[src/rtl/sli_pkg.sv]
`timescale 1ns/1ps
package sli_pkg;
  localparam int unsigned SLI_INTERVALS = 32;
  localparam int unsigned SLI_TICK_BITS = 9;

  typedef enum logic {
    CAP_IDLE = 1'b0,
    CAP_RUN  = 1'b1
  } cap_state_e;
endpackage

[src/rtl/sli_capture.sv]
`timescale 1ns/1ps
module sli_capture #(
  parameter int unsigned NUM   = 32,
  parameter int unsigned CNT_W = 9,
  parameter int unsigned IDX_W = 6
) (
  input  logic                      clk,
  input  logic                      rst_n,
  input  logic                      line_start,
  input  logic                      edge_pulse,
  input  logic                      line_end,
  output logic [NUM-1:0][CNT_W-1:0] cnt_bank,
  output logic                      ovf
);
  import sli_pkg::*;

  localparam logic [CNT_W-1:0] CNT_MAX = '1;

  cap_state_e         state_q;
  logic [IDX_W-1:0]   act_q;
  logic               taking;
  logic               full;

  assign full   = (act_q == IDX_W'(NUM));
  assign taking = (state_q == CAP_RUN) && !full;

  always_ff @(posedge clk) begin
    if (!rst_n) begin
      state_q <= CAP_IDLE;
      act_q   <= '0;
      ovf     <= 1'b0;
    end else if (line_start) begin
      state_q <= CAP_RUN;
      act_q   <= '0;
      ovf     <= 1'b0;
    end else begin
      if (line_end) state_q <= CAP_IDLE;
      if (state_q == CAP_RUN && edge_pulse) begin
        if (full) ovf   <= 1'b1;
        else      act_q <= act_q + 1'b1;
      end
    end
  end

  for (genvar i = 0; i < NUM; i++) begin : g_cnt
    always_ff @(posedge clk) begin
      if (!rst_n || line_start) begin
        cnt_bank[i] <= '0;
      end else if (taking && act_q == IDX_W'(i) && cnt_bank[i] != CNT_MAX) begin
        cnt_bank[i] <= cnt_bank[i] + 1'b1;
      end
    end
  end
endmodule

[src/rtl/sli_pacer.sv]
`timescale 1ns/1ps
module sli_pacer #(
  parameter int unsigned CNT_W = 9,
  parameter int unsigned IDX_W = 6
) (
  input  logic             clk,
  input  logic             rst_n,
  input  logic             restart,
  input  logic [IDX_W-1:0] n_step,
  output logic             tick
);
  localparam int unsigned ACC_W      = CNT_W + 1;
  localparam int unsigned LINE_TICKS = 1 << CNT_W;

  logic [ACC_W-1:0] acc_q;
  logic [ACC_W-1:0] sum;

  assign sum  = acc_q + ACC_W'(n_step);
  assign tick = (sum >= ACC_W'(LINE_TICKS));

  always_ff @(posedge clk) begin
    if (!rst_n || restart) acc_q <= '0;
    else if (tick)         acc_q <= sum - ACC_W'(LINE_TICKS);
    else                   acc_q <= sum;
  end
endmodule

[src/rtl/sli_readout.sv]
`timescale 1ns/1ps
module sli_readout #(
  parameter int unsigned NUM    = 32,
  parameter int unsigned CNT_W  = 9,
  parameter int unsigned IDX_W  = 6,
  parameter int unsigned SLOT_W = 5
) (
  input  logic                      clk,
  input  logic                      rst_n,
  input  logic                      line_end,
  input  logic [NUM-1:0][CNT_W-1:0] cnt_bank,
  input  logic [IDX_W-1:0]          n_req,
  input  logic                      tick,
  input  logic                      out_ready,
  output logic [IDX_W-1:0]          n_eff,
  output logic                      out_valid,
  output logic [CNT_W-1:0]          out_word,
  output logic [SLOT_W-1:0]         out_slot
);
  logic [NUM-1:0][CNT_W-1:0] hold_q;
  logic [IDX_W-1:0]          n_clamp;
  logic [IDX_W-1:0]          next_q;
  logic                      owed_q;
  logic                      accept, more, want;

  always_comb begin
    if (n_req == '0)                n_clamp = IDX_W'(1);
    else if (n_req > IDX_W'(NUM))   n_clamp = IDX_W'(NUM);
    else                            n_clamp = n_req;
  end

  assign accept = out_valid && out_ready;
  assign more   = (next_q < n_eff);
  assign want   = tick || owed_q;

  always_ff @(posedge clk) begin
    if (!rst_n) begin
      hold_q    <= '0;
      n_eff     <= IDX_W'(1);
      next_q    <= '0;
      owed_q    <= 1'b0;
      out_valid <= 1'b0;
      out_word  <= '0;
      out_slot  <= '0;
    end else if (line_end) begin
      hold_q    <= cnt_bank;
      n_eff     <= n_clamp;
      next_q    <= IDX_W'(1);
      owed_q    <= 1'b0;
      out_valid <= 1'b1;
      out_word  <= cnt_bank[0];
      out_slot  <= '0;
    end else begin
      if (accept) out_valid <= 1'b0;
      if (want && more && (!out_valid || accept)) begin
        out_valid <= 1'b1;
        out_word  <= hold_q[next_q[SLOT_W-1:0]];
        out_slot  <= next_q[SLOT_W-1:0];
        next_q    <= next_q + 1'b1;
        owed_q    <= 1'b0;
      end else if (tick && more) begin
        owed_q <= 1'b1;
      end
    end
  end
endmodule

[src/rtl/scanline_interval_enc.sv]
`timescale 1ns/1ps
module scanline_interval_enc #(
  parameter int unsigned NUM_INT = sli_pkg::SLI_INTERVALS,
  parameter int unsigned CNT_W   = sli_pkg::SLI_TICK_BITS
) (
  input  logic                         clk,
  input  logic                         rst_n,
  input  logic                         line_start,
  input  logic                         edge_pulse,
  input  logic                         line_end,
  input  logic [$clog2(NUM_INT+1)-1:0] n_slots,
  input  logic                         out_ready,
  output logic                         out_valid,
  output logic [CNT_W-1:0]             out_word,
  output logic [$clog2(NUM_INT)-1:0]   out_slot,
  output logic                         ovf
);
  localparam int unsigned IDX_W  = $clog2(NUM_INT + 1);
  localparam int unsigned SLOT_W = $clog2(NUM_INT);

  logic [NUM_INT-1:0][CNT_W-1:0] cnt_bank;
  logic [IDX_W-1:0]              n_eff;
  logic                          tick;

  sli_capture #(.NUM(NUM_INT), .CNT_W(CNT_W), .IDX_W(IDX_W)) u_cap (
    .clk(clk), .rst_n(rst_n), .line_start(line_start), .edge_pulse(edge_pulse),
    .line_end(line_end), .cnt_bank(cnt_bank), .ovf(ovf)
  );

  sli_pacer #(.CNT_W(CNT_W), .IDX_W(IDX_W)) u_pace (
    .clk(clk), .rst_n(rst_n), .restart(line_end), .n_step(n_eff), .tick(tick)
  );

  sli_readout #(.NUM(NUM_INT), .CNT_W(CNT_W), .IDX_W(IDX_W), .SLOT_W(SLOT_W)) u_rd (
    .clk(clk), .rst_n(rst_n), .line_end(line_end), .cnt_bank(cnt_bank),
    .n_req(n_slots), .tick(tick), .out_ready(out_ready), .n_eff(n_eff),
    .out_valid(out_valid), .out_word(out_word), .out_slot(out_slot)
  );
endmodule

[config.mk]
export PLATFORM = sky130hd
export DESIGN_NAME = scanline_interval_enc
export DESIGN_NICKNAME = d
export VERILOG_FILES = /design/src/rtl/sli_pkg.sv /design/src/rtl/sli_capture.sv /design/src/rtl/sli_pacer.sv /design/src/rtl/sli_readout.sv /design/src/rtl/scanline_interval_enc.sv
export SDC_FILE = /design/constraint.sdc
export NUM_CORES = 1
export LEC_CHECK = 0
export ABC_AREA = 1
export BUFFER_PORTS_ARGS = -buffer_cell sky130_fd_sc_hd__buf_2
export CAP_MARGIN = 30
export CORE_ASPECT_RATIO = 1.75
export CORE_MARGIN = 1
export CORE_UTILIZATION = 60
export DETAILED_ROUTE_END_ITERATION = 12
export PLACE_DENSITY = 0.82
export SLEW_MARGIN = 25
export SYNTH_ARGS = -nofsm -noshare
export SYNTH_HDL_FRONTEND = slang
export SYNTH_SLANG_ARGS = --single-unit
[constraint.sdc]
create_clock -name clk -period 2.4 [get_ports clk]
set_clock_uncertainty 0.15 [all_clocks]
set_input_delay 0 -clock clk [delete_from_list [all_inputs] [get_ports clk]]
set_output_delay 0 -clock clk [all_outputs]
set_load 0.01 [all_outputs]
==> results of run 1 <==
[area by class of cell]
| class | instances | area, um2 |
|---|---|---|
| fillers | 3717 | 14300 |
| well taps | 572 | 716 |
| repair buffers | 115 | 991 |
| flip-flops and latches | 622 | 12500 |
| multi-input cells | 2411 | 12300 |
| clock buffers | 78 | 1570 |
| inverters | 502 | 1890 |
| clock inverters | 18 | 229 |
[metal layers]
metal	global-route usage [%]	wire, um	vias up
li1	-	-	12100
met1	33.3	26600	11400
met2	56.1	36700	750
met3	3.37	3170	300
met4	22.7	5300	0
met5	0	0	-
[stage by stage]
step / total power [mW] / cells / hold WS, ps / setup WS, ps
final: 20.6 / 4318 / 147 / 121
after CTS: 20.6 / 4318 / 105 / 16.4
after detailed placement: 11.8 / 4199 / 113 / -33.1
after global routing: 21.1 / 4318 / 152 / -31.3
after floorplan: 11.4 / 3690 / -52.4 / 409
after global placement: 11.8 / 4199 / 112 / 13.2
[cell usage after synthesis, types with 3 or more instances]
master      n  area share (%)
nor3_4      5            0.30
nand4_1    31            0.71
a21oi_1   271             5.0
inv_2      20            0.28
nor2_2     12            0.28
nand2_1   803              11
dfxtp_1   622              46
xnor2_1     5            0.16
buf_2      40            0.74
a41oi_1     3           0.097
nand3_1   204             3.8
a211oi_1   32            0.89
o21ai_0   462             8.5
o22ai_1    73             1.7
inv_1     478             6.6
buf_1      13            0.18
clkbuf_1   97             1.3
o21a_1     13            0.36
clkinv_1    3           0.041
o211ai_1    8            0.22
nor3_2     20            0.74
xor2_1     13            0.42
nand2_2     5            0.12
nor4_1     26            0.60
buf_4       4            0.11
nor3b_1    11            0.30
o21ai_1     9            0.17
nor2_1    215             3.0
nor3_1     69             1.3
ha_1       80             3.7
a22o_1     24            0.77
[registers in the layout, indices dropped and copies added, names as in the netlist]
signal	flops
u_rd.next_q	6
u_rd.out_slot	5
u_rd.owed_q	1
u_cap.ovf	1
u_rd.out_word	9
u_cap.act_q	6
u_cap.state_q	1
u_pace.acc_q	10
u_cap.cnt_bank	288
u_rd.out_valid	1
u_rd.n_eff	6
u_rd.hold_q	288
[path summary, 6_finish.rpt]
kind	from	to	slack, ps	depth (start not counted)
hold reg to reg	u_rd.hold_q[7]	u_rd.hold_q[7]	300	2
hold / removal	rst_n	u_rd.out_valid	150	4
setup / recovery	u_cap.act_q[0]	u_cap.cnt_bank[43]	120	9
setup reg to reg	u_cap.act_q[0]	u_cap.cnt_bank[43]	120	9
[cell families (layout without fill, tap and decap cells)]
group,count (synthesis),in the layout,share of synthesized area (%)
compound gates,899,899,17.8
xor+xnor,18,18,0.581
fa+ha+maj,81,81,3.76
buf+inv,657,713,9.37
flops,622,622,45.9
other cells,1,1,0.0138
simple gates,1412,1412,22.6
[timing repair]
item,CTS,global route
endpoints found under the hold margin,339,0
setup endpoints to repair,2,33
resized for setup,1,21
hold buffers,23,0
[critical path: stages (launching register included)]
cell and delay (ps):
dfxtp_2 350, inv_1 110, ha_1 220, nand3_1 310
nor3_4 330, inv_1 90, nor2_1 230, nand4_1 140
o21ai_0 160, a21oi_1 50
[report_power, final]
group / switching, mW / internal, mW / total [mW]
Sequential: 0.0397 / 10.3 / 10.4
Clock: 3.90 / 5.08 / 8.98
Combinational: 0.877 / 0.346 / 1.22
Total: 4.82 / 15.8 / 20.6
==> results by group, run 1 <==
Finish
  – Finished Core Util: 67.8%
  – Nets: 3798
  – Highest-count cells in the layout ignoring fill and taps: 802 x nand2_1, 617 x dfxtp_1, 478 x inv_1, 461 x o21ai_0, 271 x a21oi_1
  – Antenna diodes: 0
  – Syn-to-layout area delta: 11.0%
  – Share of layout cells above drive strength 1: 7.15%
  – Commonest non-fill, non-tap cell in the layout: nand2_1
  – Design area: 0.0301 mm2

GRT
  – Global-route wire length before repair: 116 mm
  – GRT Total Usage: 31.2%
  – Antenna violations before repair: 0
  – Largest net degree at the start of global routing: 142
  – Vias in the first global route: 23700
  – GRT overflow: 0

Flow run
  – Max-cap viol count: 0

Synthesis
  – Register area share after synthesis: 45.9%
  – Number of synthesized flops with an enable pin: 0
  – Yosys cell types: 45
  – YS warnings: 0
  – FFs w/ async S/R, synth: 0%
  – Mapped Area: 0.0271 mm2
  – Top FF cell, synth: dfxtp_1
  – Syn Nets: 3783
  – Flops & latches, synth: 622
  – Mean post-synth cell area: 7.35 um2
  – Mapped Cells: 3690

STA
  – Final Hold Vio Count: 0
  – Final setup viols: 0
  – Slew @ Worst Pin: 629 ps
  – Fmax: 0.439 GHz
  – Tmin final: 2280 ps
  – RSZ-0062 raised after global routing: true
  – Final worst-path cycle share: 94.9%
  – Slew margin rel.: 58.0%
  – Sum of negative setup slack: 0 ps
  – Max-slew violation count: 0

Critical path
  – Crit end category: flop
  – Worst-path fanout max: 5
  – Arr. time, crit path: 2610 ps
  – Worst EP required: 2730 ps
  – Kind of critical path: flop to flop
  – CP Launch Type: flop

Clocking
  – CTS tree: yes
  – Clk Latency, worst-skew pair: 610 ps
  – Htree depth: 2
  – Post-CTS Setup Inserts: 0
  – Worst-path clk slew: 70 ps
  – Clock sink total: 622
  – TritonCTS Buffers: 53
  – Root Buffer: clkbuf_16
  – Max Buffers Root-to-Sink: 3

Placed design
  – RePlAce Congestion: 0.903
  – Placed cell areas: 0.0280 mm2
  – DP Wirelength: 50.2 mm
  – I/O Buffers: 27

Routing
  – DR vias: 24600
  – Antenna viol nets, final: 0
  – DRC viols: 0
  – DRT Pass-1 Iters: 6
  – Drt via density: 5.69
  – Avg WL per Cell: 16.6 um
  – DR iter-0 viols: 1571
  – Total Wirelength: 71.8 mm

Die
  – Core Rows: 102
  – Top Ports: 28
  – Starting Density: 61.1%
  – Core Area: 0.0444 mm2
  – Chip width: 163 um
  – Die area: 0.0461 mm2
  – Die Ht: 283 um

Power and ir drop
  – Maximum vdd drop: 0.643 mV
  – Power per cell area: 684 mW/mm2
  – Leak Pwr: 10.7 nW

Min path
  – HP Class: input port to flop

Status
  – Status: finished clean
Note: power is estimated with default switching activity, not from simulation.
==> inputs of run 2 (changes only) <==
==> constraint.sdc (replaced) <==
create_clock -name clk -period 2.5 [get_ports clk]
set_clock_uncertainty 0.15 [all_clocks]
set_input_delay 0 -clock clk [delete_from_list [all_inputs] [get_ports clk]]
set_output_delay 0 -clock clk [all_outputs]
set_load 0.01 [all_outputs]
==> run 2 against run 1 <==
  * Wire length decreased by 2.0%
  * Die area unchanged
  * Clock-buffer cell count shrank 3
  * Sequential cell count did not move
  * Register-to-register slack lost 30 ps
  * Worst setup slack got worse by 27 ps
  * Utilization decreased by 0.60 points
  * Via count down 1.4%
==> results by group, run 2 (synthesized netlist as in run 1, its figures left out) <==
Status
  – Status: finished clean

STA
  – Final Hold Vio Count: 0 (unchanged)
  – Final setup viols: 0 (unchanged)
  – Sum of negative setup slack: 0 ps (unchanged)
  – Fmax: 0.416 GHz (-5.3%)
  – Max-slew violation count: 0 (unchanged)
  – Final worst-path cycle share: 96.2% (+1.3 points)
  – Slew @ Worst Pin: 855 ps (+226 ps)
  – Tmin final: 2410 ps (+127 ps)
  – Slew margin rel.: 43.0% (-15 points)

Clocking
  – Root Buffer: clkbuf_16
  – TritonCTS Buffers: 53 (unchanged)
  – Post-CTS Setup Inserts: 0 (unchanged)
  – Max Buffers Root-to-Sink: 3 (unchanged)
  – Worst-path clk slew: 70 ps (about the same)
  – Clk Latency, worst-skew pair: 610 ps (about the same)
  – CTS tree: yes
  – Htree depth: 2 (unchanged)
  – Clock sink total: 622 (unchanged)

Power and ir drop
  – Maximum vdd drop: 0.581 mV (-9.7%)
  – Total power: 19.4 mW (-5.5%)
  – Power per cell area: 652 mW/mm2 (-4.7%)
  – Leak Pwr: 10.6 nW (-1.4%)

Critical path
  – Arr. time, crit path: 2740 ps (+130 ps)
  – Worst R2R End: u_cap.cnt_bank[52]
  – Worst Setup SP: u_cap.act_q[1]
  – Worst path max stage delay: 400 ps (+50 ps)
  – R2R setup slack: 90 ps (-30 ps)
  – Kind of critical path: flop to flop
  – Worst EP required: 2830 ps (+100 ps)
  – RR Startpoint: u_cap.act_q[1]
  – CP Launch Type: flop
  – Crit path cell chain: inv_1 > ha_1 > nand3_1 > nor3_2 > inv_2 > nor2_1 > nand4_1 > o21ai_0 > a21oi_1
  – R2R depth: 9 (unchanged)
  – Worst-path fanout max: 7 (+2)
  – Crit path capture: u_cap.cnt_bank[52]
  – Crit end category: flop
  – CP max stage cell: nor3_2

Die
  – Core Rows: 102 (unchanged)
  – Die Ht: 283 um (unchanged)
  – Core Area: 0.0444 mm2 (unchanged)
  – Die area: 0.0461 mm2 (unchanged)
  – Starting Density: 61.1% (unchanged)
  – Top Ports: 28 (unchanged)
  – Chip width: 163 um (unchanged)

Routing
  – Drt via density: 5.63 (-0.97%)
  – DRC viols: 0 (unchanged)
  – DRT Pass-1 Iters: 6 (unchanged)
  – DR iter-0 viols: 1714 (+9.1%)
  – DR vias: 24200 (-1.4%)
  – Avg WL per Cell: 16.4 um (-1.6%)
  – Antenna viol nets, final: 0 (unchanged)
  – Total Wirelength: 70.4 mm (-2.0%)

GRT
  – Largest net degree at the start of global routing: 155 (+9.2%)
  – Global-route wire length before repair: 113 mm (-2.0%)
  – Antenna violations before repair: 0 (unchanged)
  – Vias in the first global route: 23600 (-0.39%)
  – GRT overflow: 0 (unchanged)
  – GRT Total Usage: 30.5% (-0.71 points)

Placed design
  – I/O Buffers: 27 (unchanged)
  – DP Wirelength: 48.2 mm (-3.9%)
  – RePlAce Congestion: 0.899 (-0.41%)

Finish
  – Commonest non-fill, non-tap cell in the layout: nand2_1
  – Highest-count cells in the layout ignoring fill and taps: 802 x nand2_1, 620 x dfxtp_1, 478 x inv_1, 462 x o21ai_0, 271 x a21oi_1
  – Antenna diodes: 0 (unchanged)
  – Nets: 3783 (-0.39%)
  – Largest registers: u_cap.cnt_bank x288, u_rd.hold_q x288, u_pace.acc_q x10
  – Share of layout cells above drive strength 1: 6.65% (-0.50 points)
  – Syn-to-layout area delta: 9.98%

Min path
  – HP Class: input port to flop

Flow run
  – Max-cap viol count: 0 (unchanged)
run 2: cell types whose count changed in the layout (fill, tap and decap cells not counted), sizes merged:
cell | previous run | this run
buf | 92 | 80
clkbuf | 78 | 75
clkinv | 14 | 11
clkinvlp | 1 | 4
dlygate4sd3 | 23 | 20
inv | 500 | 503
bufinv | 5 | 3
run 2: per-layer routing:
layer,GRT usage [%],wire [um],vias to the layer above
li1,-,-,12100
met2,54.3,35300,675
met3,3.94,3510,261
met1,32.6,26500,11200
met4,22.0,5120,0
met5,0,0,-
run 2: where the power goes:
| part | switching (mW) | leakage (nW) | internal [mW] |
|---|---|---|---|
| sequential | 0.0291 | 5.01 | 9.93 |
| clock | 3.76 | 0.832 | 4.54 |
| combinational | 0.861 | 4.74 | 0.323 |
| total | 4.65 | 10.6 | 14.8 |
run 2: cell type report:
class	instances	area, um2
timing repair buffer	100	858
inverter	502	1890
tap	572	716
sequential	622	12500
fill	3780	14600
clock buffer	75	1510
multi-input combinational	2411	12200
clock inverter	19	210
run 2: stage by stage:
stage                     cells  setup WS (ps)  hold slack, ps  cell area, um2  util (%)
final                      4301           93.8             119           29800      67.2
after global placement     4187            183             106           27900      62.8
after floorplan            3690            509           -52.4           27100         -
after CTS                  4301            119             115           29800      67.1
after global routing       4301          -2.78             164           29800      67.2
after detailed placement   4187            153             118           27900      62.8
run 2: worst max-delay path, delay by kind of cell (launching register included):
kind	cells	cell delay, ps
AO/OA/AOI/OAI	2	220
buffers and inverters	2	240
flip-flops	1	350
AND/OR/NAND/NOR	4	1090
adder cells (fa/ha/maj)	1	240
run 2: worst min path at each step:
stage	startpoint	end	slack, ps	cells past startpoint
after floorplan	rst_n	u_rd.out_valid	-50	2
after global placement	n_slots[4]	u_rd.n_eff[4]	110	3
after detailed placement	line_start	u_cap.state_q	120	3
after CTS	rst_n	u_rd.out_valid	120	4
after global routing	rst_n	u_rd.next_q[0]	160	4
final	rst_n	u_rd.out_valid	120	4
run 2: what timing repair did:
item | in CTS | in global routing
setup endpoints to repair | 0 | 10
resized for setup | 0 | 10
hold buffers | 20 | 0
hold endpoints to repair | 345 | 0
==> inputs of run 3 (changes only) <==
--- a/config.mk
+++ b/config.mk
@@ -12,7 +12,7 @@
 export CORE_MARGIN = 1
 export CORE_UTILIZATION = 60
 export DETAILED_ROUTE_END_ITERATION = 12
-export PLACE_DENSITY = 0.82
+export PLACE_DENSITY = 0.76
 export SLEW_MARGIN = 25
 export SYNTH_ARGS = -nofsm -noshare
 export SYNTH_HDL_FRONTEND = slang
==> run 3 against run 2 <==
  * Fmax grew 1.9%
  * Clock power increased by 6.0%
  * Critical endpoint is now u_cap.cnt_bank[106]
  * Power rose by 2.5%
  * Via count grew 1.0%
  * Combinational power about the same
==> results by group, run 3 (synthesized netlist as in run 1, its figures left out) <==
Placed design
  – RePlAce Congestion: 0.962 (+7.0%)
  – Total placed cells including tap cells: 4187 (unchanged)
  – I/O Buffers: 27 (unchanged)
  – DP Wirelength: 51.4 mm (+6.5%)

STA
  – RSZ-0062 raised after global routing: false
  – Slew margin rel.: 43.4% (+0.40 points)
  – Tmin final: 2360 ps (-44.8 ps)
  – Final setup viols: 0 (unchanged)
  – Max-slew violation count: 0 (unchanged)
  – Final Hold Vio Count: 0 (unchanged)
  – Fmax: 0.423 GHz (+1.9%)
  – Final worst-path cycle share: 94.5% (-1.8 points)
  – Sum of negative setup slack: 0 ps (unchanged)
  – Slew @ Worst Pin: 849 ps (-6.00 ps)

Finish
  – Commonest non-fill, non-tap cell in the layout: nand2_1
  – Highest-count cells in the layout ignoring fill and taps: 802 x nand2_1, 620 x dfxtp_1, 478 x inv_1, 462 x o21ai_0, 271 x a21oi_1
  – Syn-to-layout area delta: 10.5%
  – Antenna diodes: 0 (unchanged)
  – Nets: 3781 (-0.053%)
  – Count of non-filler cells in the finished layout: 4303 (+0.047%)
  – Share of layout cells above drive strength 1: 6.78% (+0.13 points)
  – Largest registers: u_cap.cnt_bank x288, u_rd.hold_q x288, u_pace.acc_q x10

Die
  – Top Ports: 28 (unchanged)
  – Starting Density: 61.1% (unchanged)
  – Chip width: 163 um (unchanged)
  – Core Rows: 102 (unchanged)
  – Die Ht: 283 um (unchanged)
  – Die area: 0.0461 mm2 (unchanged)
  – Core Area: 0.0444 mm2 (unchanged)

Power and ir drop
  – Maximum vdd drop: 0.641 mV (+10%)
  – Leak Pwr: 10.7 nW (+0.81%)
  – Power per cell area: 665 mW/mm2 (+2.1%)

Clocking
  – Root Buffer: clkbuf_16
  – Htree depth: 2 (unchanged)
  – Clk Latency, worst-skew pair: 590 ps (-20 ps)
  – Worst-path clk slew: 70 ps (about the same)
  – CTS tree: yes
  – Post-CTS Setup Inserts: 0 (unchanged)
  – Max Buffers Root-to-Sink: 3 (unchanged)
  – Clock sink total: 622 (unchanged)
  – TritonCTS Buffers: 54 (+1.9%)

Min path
  – HP Class: input port to flop

Critical path
  – Crit-path leading delay family: simple AND/OR/NAND/NOR gates
  – CP Launch Type: flop
  – Buffers & Inverters on Critical Path: 2 (unchanged)
  – Crit path cell chain: ha_2 > inv_1 > nor2_1 > inv_1 > nor3_4 > nand2_1 > nor2_1 > nand2_1 > o21ai_1 > a21oi_1
  – CP max stage cell: dfxtp_1
  – Worst path max stage delay: 420 ps (+20 ps)
  – Crit end category: flop
  – Worst EP required: 2840 ps (about the same)
  – Kind of critical path: flop to flop
  – Arr. time, crit path: 2700 ps (-40 ps)
  – Worst-path fanout max: 6 (-1)

Routing
  – Avg WL per Cell: 17.0 um (+3.6%)
  – Drt via density: 5.69 (+0.95%)
  – DR vias: 24500 (+1.0%)
  – DR iter-0 viols: 1639 (-4.4%)
  – DRC viols: 0 (unchanged)
  – DRT Pass-1 Iters: 8 (+2)
  – Antenna viol nets, final: 0 (unchanged)
  – Total Wirelength: 73.0 mm (+3.7%)

GRT
  – Antenna violations before repair: 0 (unchanged)
  – Global-route wire length before repair: 117 mm (+3.6%)
  – Largest net degree at the start of global routing: 119 (-23%)
  – Vias in the first global route: 24000 (+1.6%)
  – GRT Total Usage: 31.6% (+1.1 points)
  – GRT overflow: 0 (unchanged)

Status
  – Status: finished clean

Flow run
  – Max-cap viol count: 0 (unchanged)
## run 3: cell count changes in the layout (fill, tap and decap cells not counted), moves of 4 or more
cell | previous run | this run
clkbuf_1 | 12 | 8
clkinv_2 | 5 | 12
clkinv_4 | 4 | 0
nor2_1 | 206 | 212
nor2_2 | 18 | 12
## run 3: area by class of cell
class,instances,area [um2]
fillers,3785,14400
flip-flops and latches,622,12500
multi-input cells,2411,12200
inverters,502,1890
clock buffers,76,1590
repair buffers,97,866
well taps,572,716
clock inverters,23,279
## run 3: stage by stage
stage / worst slack (ps) / power (mW) / hold WS, ps / util, % / instance area [um2]
floorplan: 509 / 10.9 / -52.4 / - / 27100
global placement: 199 / 11.3 / 120 / 62.9 / 27900
detailed placement: 153 / 11.3 / 128 / 62.9 / 27900
CTS: 125 / 20.0 / 92.4 / 67.4 / 30000
global route: 7.65 / 20.5 / 136 / 67.5 / 30000
finish: 139 / 19.9 / 102 / 67.5 / 30000
## run 3: per-layer routing
metal | vias to the layer above | share of wire (%) | global-route usage (%)
met3 | 244 | 4.2 | 3.59
met4 | 0 | 6.8 | 20.6
li1 | 12100 | - | -
met1 | 11400 | 38 | 34.4
met2 | 684 | 51 | 56.8
met5 | - | 0 | 0
## run 3: worst min-delay path, stage by stage
cell and delay (ps):
dlygate4sd3_1 520, buf_2 190, nand2_1 70, inv_1 40
## run 3: final timing paths
kind                                startpoint             endpoint  slack, ps  depth (start not counted)
worst max-delay path            u_cap.act_q[1]  u_cap.cnt_bank[106]        140                         10
worst min register to register  u_rd.hold_q[5]       u_rd.hold_q[5]        300                          2
worst min-delay path                     rst_n       u_rd.out_valid        100                          4
worst max register to register  u_cap.act_q[1]  u_cap.cnt_bank[106]        140                         10
## run 3: power breakdown
part,internal (mW),switching (mW),total (mW)
logic,0.316,0.854,1.17
clock network,5.04,3.76,8.80
registers,9.94,0.0386,9.97
## run 3: timing repair
item / in CTS / in global routing
hold endpoints to repair: 278 / 0
gates resized for setup: 0 / 6
endpoints found under the setup margin: 0 / 17
hold buffers: 17 / 0
